--- config.mk ---
export PLATFORM = sky130hd
export DESIGN_NAME = instr_pacer
export DESIGN_NICKNAME = d
export VERILOG_FILES = /design/src/rtl/pacer_pkg.sv /design/src/rtl/pacer_len_sat.sv /design/src/rtl/pacer_tick_cnt.sv /design/src/rtl/pacer_total.sv /design/src/rtl/instr_pacer.sv
export SDC_FILE = /design/constraint.sdc
export NUM_CORES = 1
export LEC_CHECK = 0
export BUFFER_PORTS_ARGS = -buffer_cell sky130_fd_sc_hd__clkbuf_2
export CAP_MARGIN = 10
export CORE_MARGIN = 5
export CORE_UTILIZATION = 55
export DETAILED_ROUTE_END_ITERATION = 6
export PLACE_DENSITY_LB_ADDON = 0.15
export SLEW_MARGIN = 15
export SYNTH_ARGS = -nofsm -noshare
export SYNTH_HDL_FRONTEND = slang
export SYNTH_SLANG_ARGS = --single-unit
--- constraint.sdc ---
create_clock -name clk -period 5.88 [get_ports clk]
set_input_delay 0.882 -clock clk [delete_from_list [all_inputs] [get_ports clk]]
set_output_delay 0.882 -clock clk [all_outputs]
set_load 0.05 [all_outputs]
--- src/rtl/pacer_pkg.sv ---
package pacer_pkg;

  typedef enum logic [1:0] {
    ST_READY = 2'd0,
    ST_RUN   = 2'd1,
    ST_SVC   = 2'd2
  } pace_state_t;

  // clamp a requested length into the legal window
  function automatic int clamp_len(int req, int lo, int hi);
    if (req < lo) return lo;
    if (req > hi) return hi;
    return req;
  endfunction

  // compare target after an optional one-tick extension, saturating at cap
  function automatic int grow_target(int cur, bit ext, int cap);
    if (ext && cur < cap) return cur + 1;
    return cur;
  endfunction

endpackage

--- src/rtl/pacer_len_sat.sv ---
module pacer_len_sat #(
  parameter int LEN_W   = 4,
  parameter int CNT_W   = 4,
  parameter int MIN_LEN = 2,
  parameter int MAX_LEN = 7
) (
  input  logic [LEN_W-1:0] len_i,
  output logic [CNT_W-1:0] len_o,
  output logic             bad_o
);
  int req;

  always_comb begin
    req   = int'(len_i);
    len_o = CNT_W'(pacer_pkg::clamp_len(req, MIN_LEN, MAX_LEN));
    bad_o = (req < MIN_LEN) || (req > MAX_LEN);
  end

  always_comb begin
    AST_LEN_IN_RANGE: assert (int'(len_o) >= MIN_LEN && int'(len_o) <= MAX_LEN) else $error("clamped length out of range");
  end
endmodule

--- src/rtl/pacer_tick_cnt.sv ---
module pacer_tick_cnt #(
  parameter int CNT_W = 4
) (
  input  logic             clk,
  input  logic             rst_n,
  input  logic             clear_i,
  input  logic [CNT_W-1:0] load_i,
  input  logic             run_i,
  input  logic             tick_i,
  input  logic             bump_i,
  output logic             match_o
);
  localparam int CAP = (1 << CNT_W) - 1;

  logic [CNT_W-1:0] cnt_q, cmp_q;
  logic [CNT_W-1:0] cnt_nxt, cmp_eff;

  always_comb begin
    cmp_eff = CNT_W'(pacer_pkg::grow_target(int'(cmp_q), bump_i, CAP));
    cnt_nxt = cnt_q + {{(CNT_W-1){1'b0}}, tick_i};
    match_o = run_i && tick_i && (cnt_nxt == cmp_eff);
  end

  always_ff @(posedge clk or negedge rst_n) begin
    if (!rst_n) begin
      cnt_q <= '0;
      cmp_q <= '0;
    end else if (clear_i) begin
      cnt_q <= '0;
      cmp_q <= load_i;
    end else if (run_i) begin
      cnt_q <= cnt_nxt;
      cmp_q <= cmp_eff;
    end
  end

  AST_CNT_NOT_PAST_TARGET: assert property (@(posedge clk) disable iff (!rst_n)
    run_i |-> (cnt_q <= cmp_q)) else $error("tick count passed target");
  AST_PAUSE_HOLDS: assert property (@(posedge clk) disable iff (!rst_n)
    (run_i && !tick_i && !clear_i) |=> $stable(cnt_q)) else $error("count moved without tick");
  AST_BUMP_GROWS: assert property (@(posedge clk) disable iff (!rst_n)
    (run_i && bump_i && !clear_i && cmp_q != CNT_W'(CAP)) |=> (cmp_q == $past(cmp_q) + 1'b1)) else $error("bump lost");
endmodule

--- src/rtl/pacer_total.sv ---
module pacer_total #(
  parameter int TOTAL_W = 32
) (
  input  logic               clk,
  input  logic               rst_n,
  input  logic               inc_i,
  output logic [TOTAL_W-1:0] total_o
);
  logic [TOTAL_W-1:0] total_q;

  always_ff @(posedge clk or negedge rst_n) begin
    if (!rst_n)     total_q <= '0;
    else if (inc_i) total_q <= total_q + 1'b1;
  end

  assign total_o = total_q;

  AST_TOTAL_HOLD: assert property (@(posedge clk) disable iff (!rst_n)
    !inc_i |=> $stable(total_q)) else $error("total moved without tick");
endmodule

--- src/rtl/instr_pacer.sv ---
module instr_pacer #(
  parameter int LEN_W   = 4,
  parameter int MIN_LEN = 2,
  parameter int MAX_LEN = 7,
  parameter int TOTAL_W = 32
) (
  input  logic               clk,
  input  logic               rst_n,
  input  logic               tick_en_i,
  input  logic               start_i,
  input  logic [LEN_W-1:0]   len_i,
  input  logic               bump_i,
  output logic               fetch_ready_o,
  output logic               svc_win_o,
  output logic [TOTAL_W-1:0] total_o,
  output logic               bump_err_o,
  output logic               len_err_o
);
  import pacer_pkg::*;

  localparam int CNT_W = $clog2(2 * MAX_LEN + 1);

  pace_state_t      st_q, st_d;
  logic [CNT_W-1:0] load_len;
  logic             len_bad, match;
  logic             bump_err_q, len_err_q;

  // named internal events
  logic running, start_acc, bump_acc, bump_rej, tick_now;
  assign running   = (st_q == ST_RUN);
  assign start_acc = start_i && (st_q == ST_READY);
  assign bump_acc  = bump_i && running;
  assign bump_rej  = bump_i && !running;
  assign tick_now  = running && tick_en_i;

  pacer_len_sat #(.LEN_W(LEN_W), .CNT_W(CNT_W), .MIN_LEN(MIN_LEN), .MAX_LEN(MAX_LEN)) u_len (
    .len_i (len_i),
    .len_o (load_len),
    .bad_o (len_bad)
  );

  pacer_tick_cnt #(.CNT_W(CNT_W)) u_cnt (
    .clk     (clk),
    .rst_n   (rst_n),
    .clear_i (start_acc),
    .load_i  (load_len),
    .run_i   (running),
    .tick_i  (tick_en_i),
    .bump_i  (bump_acc),
    .match_o (match)
  );

  pacer_total #(.TOTAL_W(TOTAL_W)) u_tot (
    .clk     (clk),
    .rst_n   (rst_n),
    .inc_i   (tick_now),
    .total_o (total_o)
  );

  always_comb begin
    st_d = st_q;
    unique case (st_q)
      ST_READY: if (start_acc) st_d = ST_RUN;
      ST_RUN:   if (match)     st_d = ST_SVC;
      ST_SVC:                  st_d = ST_READY;
      default:                 st_d = ST_READY;
    endcase
  end

  always_ff @(posedge clk or negedge rst_n) begin
    if (!rst_n) begin
      st_q       <= ST_READY;
      bump_err_q <= 1'b0;
      len_err_q  <= 1'b0;
    end else begin
      st_q <= st_d;
      if (bump_rej)             bump_err_q <= 1'b1;
      if (start_acc && len_bad) len_err_q  <= 1'b1;
    end
  end

  assign fetch_ready_o = rst_n && (st_q == ST_READY);
  assign svc_win_o     = (st_q == ST_SVC);
  assign bump_err_o    = bump_err_q;
  assign len_err_o     = len_err_q;

  AST_READY_DROPS: assert property (@(posedge clk) disable iff (!rst_n)
    (start_i && fetch_ready_o) |=> !fetch_ready_o) else $error("ready held after start");
  AST_SVC_SINGLE: assert property (@(posedge clk) disable iff (!rst_n)
    svc_win_o |=> (!svc_win_o && fetch_ready_o)) else $error("service window not one cycle");
  AST_BUMP_ERR_HOLD: assert property (@(posedge clk) disable iff (!rst_n)
    bump_err_o |=> bump_err_o) else $error("bump error cleared");
  AST_LEN_ERR_HOLD: assert property (@(posedge clk) disable iff (!rst_n)
    len_err_o |=> len_err_o) else $error("length error cleared");
  AST_SVC_AFTER_RUN: assert property (@(posedge clk) disable iff (!rst_n)
    $rose(svc_win_o) |-> $past(running)) else $error("window without instruction");
endmodule

==> qor.yml <==
status: "completed"
internal_power_mw: 0.613
synth_top_family_by_area: "simple AND/OR/NAND/NOR gates"
worstPathMaxFanout: 45
grt_pass1_vias: 1570
drt-wirelength-per-cell_um: 14.2
numCtsBuffers: 5
root_buffer: "clkbuf_8"
synth_top_area_share_pct: 51.6
cts_tree: "built"
first_pass_iters: 4
cpMaxStageDelayCell: "buf_4"
antenna_found_initial: 0
wl_um: 4190
antenna_left: 0
synthMuxAreaShare_pct: 1.47
finClkSkew_ps: 7.06
grt_usage_pct: 17.0
worstMarginPinSlew_ps: 606
drive_gt1_share_pct: 23.5
p_per_area_mw_per_mm2: 401
core-area_mm2: 0.00372
vias: 1603
synth_compound_area_share_pct: 5.22
yosysTopAreaCell: "dfrtp_1"
r2r_start: "st_q[0]$_DFFE_PN0P_"
yosysWarningCount: 0
fmax_mhz: 359
worst_path_dominant_cell_family: "buffers and inverters"
drtIter0Drc: 111
fin_ws_ps: 3100
clock_sinks: 44
p_leak_nw: 1.22
cpPeakStageDelay_ps: 450
syn_to_final_growth_pct: 17.0
initial_core_util_pct: 57.4
drc: 0
synth-edff-count: 0
timing.max_cap.violations: 0
path_class: "primary input to output pin"
synthArstFlopShare_pct: 100
grt_pass1_wl_um: 7010
die_h_um: 72.3
synth-seq-area-share_pct: 51.6
worst-endpoint-required_ps: 5000
synth_seq_cells: 44
worst_path_most_repeated_cell: "clkbuf_2"
insertedDiodeCount: 0
num_rows: 22
slew_viol_final: 0
critPathBufInv: 3
worst_hold_startpoint: "u_tot.total_o[31]$_DFFE_PN0P_"
critical_path.cell_chain: "clkbuf_2 -> buf_4 -> and2_1 -> clkbuf_2"
grt_overflow: 0
nets: 259
htreeDepth: 2
syn_area_per_cell_um2: 10.7
clock_power_share_pct: 22.5
arrival_ps: 1900
rsz0062_at_grt: "false"
place_area_mm2: 0.00239
slew_headroom_pct: 59.5
yosysMostFrequentCell: "dfrtp_1"
io_buffer_count: 44
synth_area_leaders: "dfrtp_1 (52%), xnor2_1 (10%), xor2_1 (5.3%), nand3_1 (4.9%), nand2_1 (3.3%)"
pwr-share-comb_pct: 36.4
period_needed_ps: 2780
fin_cells: 295
dieArea_mm2: 0.00522
synthAdderAreaFrac_pct: 2.35
gp_congestion: 0.810
crit_path_start: "rst_n"
pre_cts_ws_ps: 3060
synth_cell_type_count: 38
die_w_um: 72.3
synthTopCellsByCount: "dfrtp_1 (44), xnor2_1 (25), nand3_1 (21), nand2_1 (19), nor2_1 (14)"
dpl.hpwl_um: 3090
ys.flop_type: "dfrtp_1"
synth_xor_area_share_pct: 15.6
clk_pin_slew_ps: 70
period_share_pct: 47.3
placed_cells: 287
pwr-share-seq_pct: 41.0
nFillCells: 312
finalSetupViolCount: 0
synthCells: 199
crit_path_start_kind: "primary input"
yosys.area_share.simple_pct: 21.9
postCtsSetupBuffers: 0
io_pins: 45
insertion_delay_ps: 300
final.setup.tns_ps: 0
hold_buffers: 0
avgViaCountPerCell: 5.43
worstSetupEndpointType: "output pin"
p_switching_mw: 0.389
clockBufferDepth: 2
synth_area_mm2: 0.00213
grt_max_degree: 46
vdd_drop_max_v: 0.000350
ctsResizeCount: 0
sw_frac_of_total_pct: 38.8
final_cell_area_mm2: 0.00250
hold_path.class: "register to register"
syn-num-nets: 212
hold_violations: 0
[layout make-up]
type | instances | area [µm²] | area share, %
Inverter | 2 | 7.51 | 0.301
Timing Repair Buffer | 45 | 228 | 9.12
Clock inverter | 2 | 35.0 | 1.40
Sequential cell | 44 | 1100 | 44.1
Tap cell | 48 | 60.1 | 2.41
Multi-Input combinational cell | 148 | 992 | 39.7
Clock buffer | 6 | 72.6 | 2.91
[placed cells by master (no fill, tap or decap), types with 3 or more instances in the layout]
cell type	n
clkbuf_2	44
nor2b_1	3
a21oi_1	3
xnor2_1	25
nor2_1	14
nand4_1	7
nand2_1	19
nor3_1	4
and3_1	7
dfrtp_1	44
xor2_1	13
o21ai_0	4
nand3_1	21
clkbuf_8	5
ha_1	4
[logic make-up (layout without fill, tap and decap cells)]
| kind of cell | after synthesis | in the layout |
|---|---|---|
| AO/OA/AOI/OAI | 16 | 16 |
| adder cells (fa/ha/maj) | 4 | 4 |
| AND/OR/NAND/NOR | 87 | 87 |
| multiplexers | 3 | 3 |
| flip-flops | 44 | 44 |
| XOR/XNOR | 38 | 38 |
| buffers and inverters | 7 | 55 |
[power groups by stage]
stage | combinational [mW] | clock [mW] | sequential, mW
2_1_floorplan | 0.239 | 0 | 0.471
3_3_place_gp | 0.359 | 0 | 0.416
3_5_place_dp | 0.364 | 0 | 0.416
4_1_cts | 0.367 | 0.231 | 0.411
5_1_grt | 0.402 | 0.244 | 0.421
6_report | 0.365 | 0.226 | 0.411
[routing by layer]
layer  wire length [µm]  GRT usage [%]  up-vias
met2               2130           28.9       37
met1               1780           20.9      777
met5                  0              0        -
met4                 74           7.52        0
li1                   -              -      782
met3                210           3.32        7
[flip-flops by register name, indices dropped and copies added (netlist names)]
name	count
len_err_o	1
bump_err_o	1
u_tot.total_o	32
st_q	2
u_cnt.cmp_q	4
u_cnt.cnt_q	4
[worst paths after layout]
| kind | to | slack (ps) | cells after the start |
|---|---|---|---|
| max | fetch_ready_o | 3100 | 4 |
| min | u_tot.total_o[31]$_DFFE_PN0P_ | 470 | 1 |
| max reg2reg | st_q[0]$_DFFE_PN0P_ | 3830 | 5 |
| min reg2reg | u_tot.total_o[31]$_DFFE_PN0P_ | 470 | 1 |
| max in group asynchronous | u_tot.total_o[19]$_DFFE_PN0P_ | 4850 | 2 |
| min in group asynchronous | u_tot.total_o[8]$_DFFE_PN0P_ | 650 | 2 |
[worst reg2reg max path, stage by stage (launching register included)]
cell and delay [ps]:
dfrtp_1 390, nor2b_1 530, nand3_1 170, mux2i_1 310, xnor2_1 150, o41a_1 380
[through the flow]
step,hold WS (ps),utilization (%),power (mW)
finish,472,67.2,1.00
global route,498,67.2,1.07
global placement,454,64.3,0.776
detailed placement,465,64.3,0.780
CTS,478,67.2,1.01
floorplan,470,-,0.710
Power figures use the tool's default switching activity.
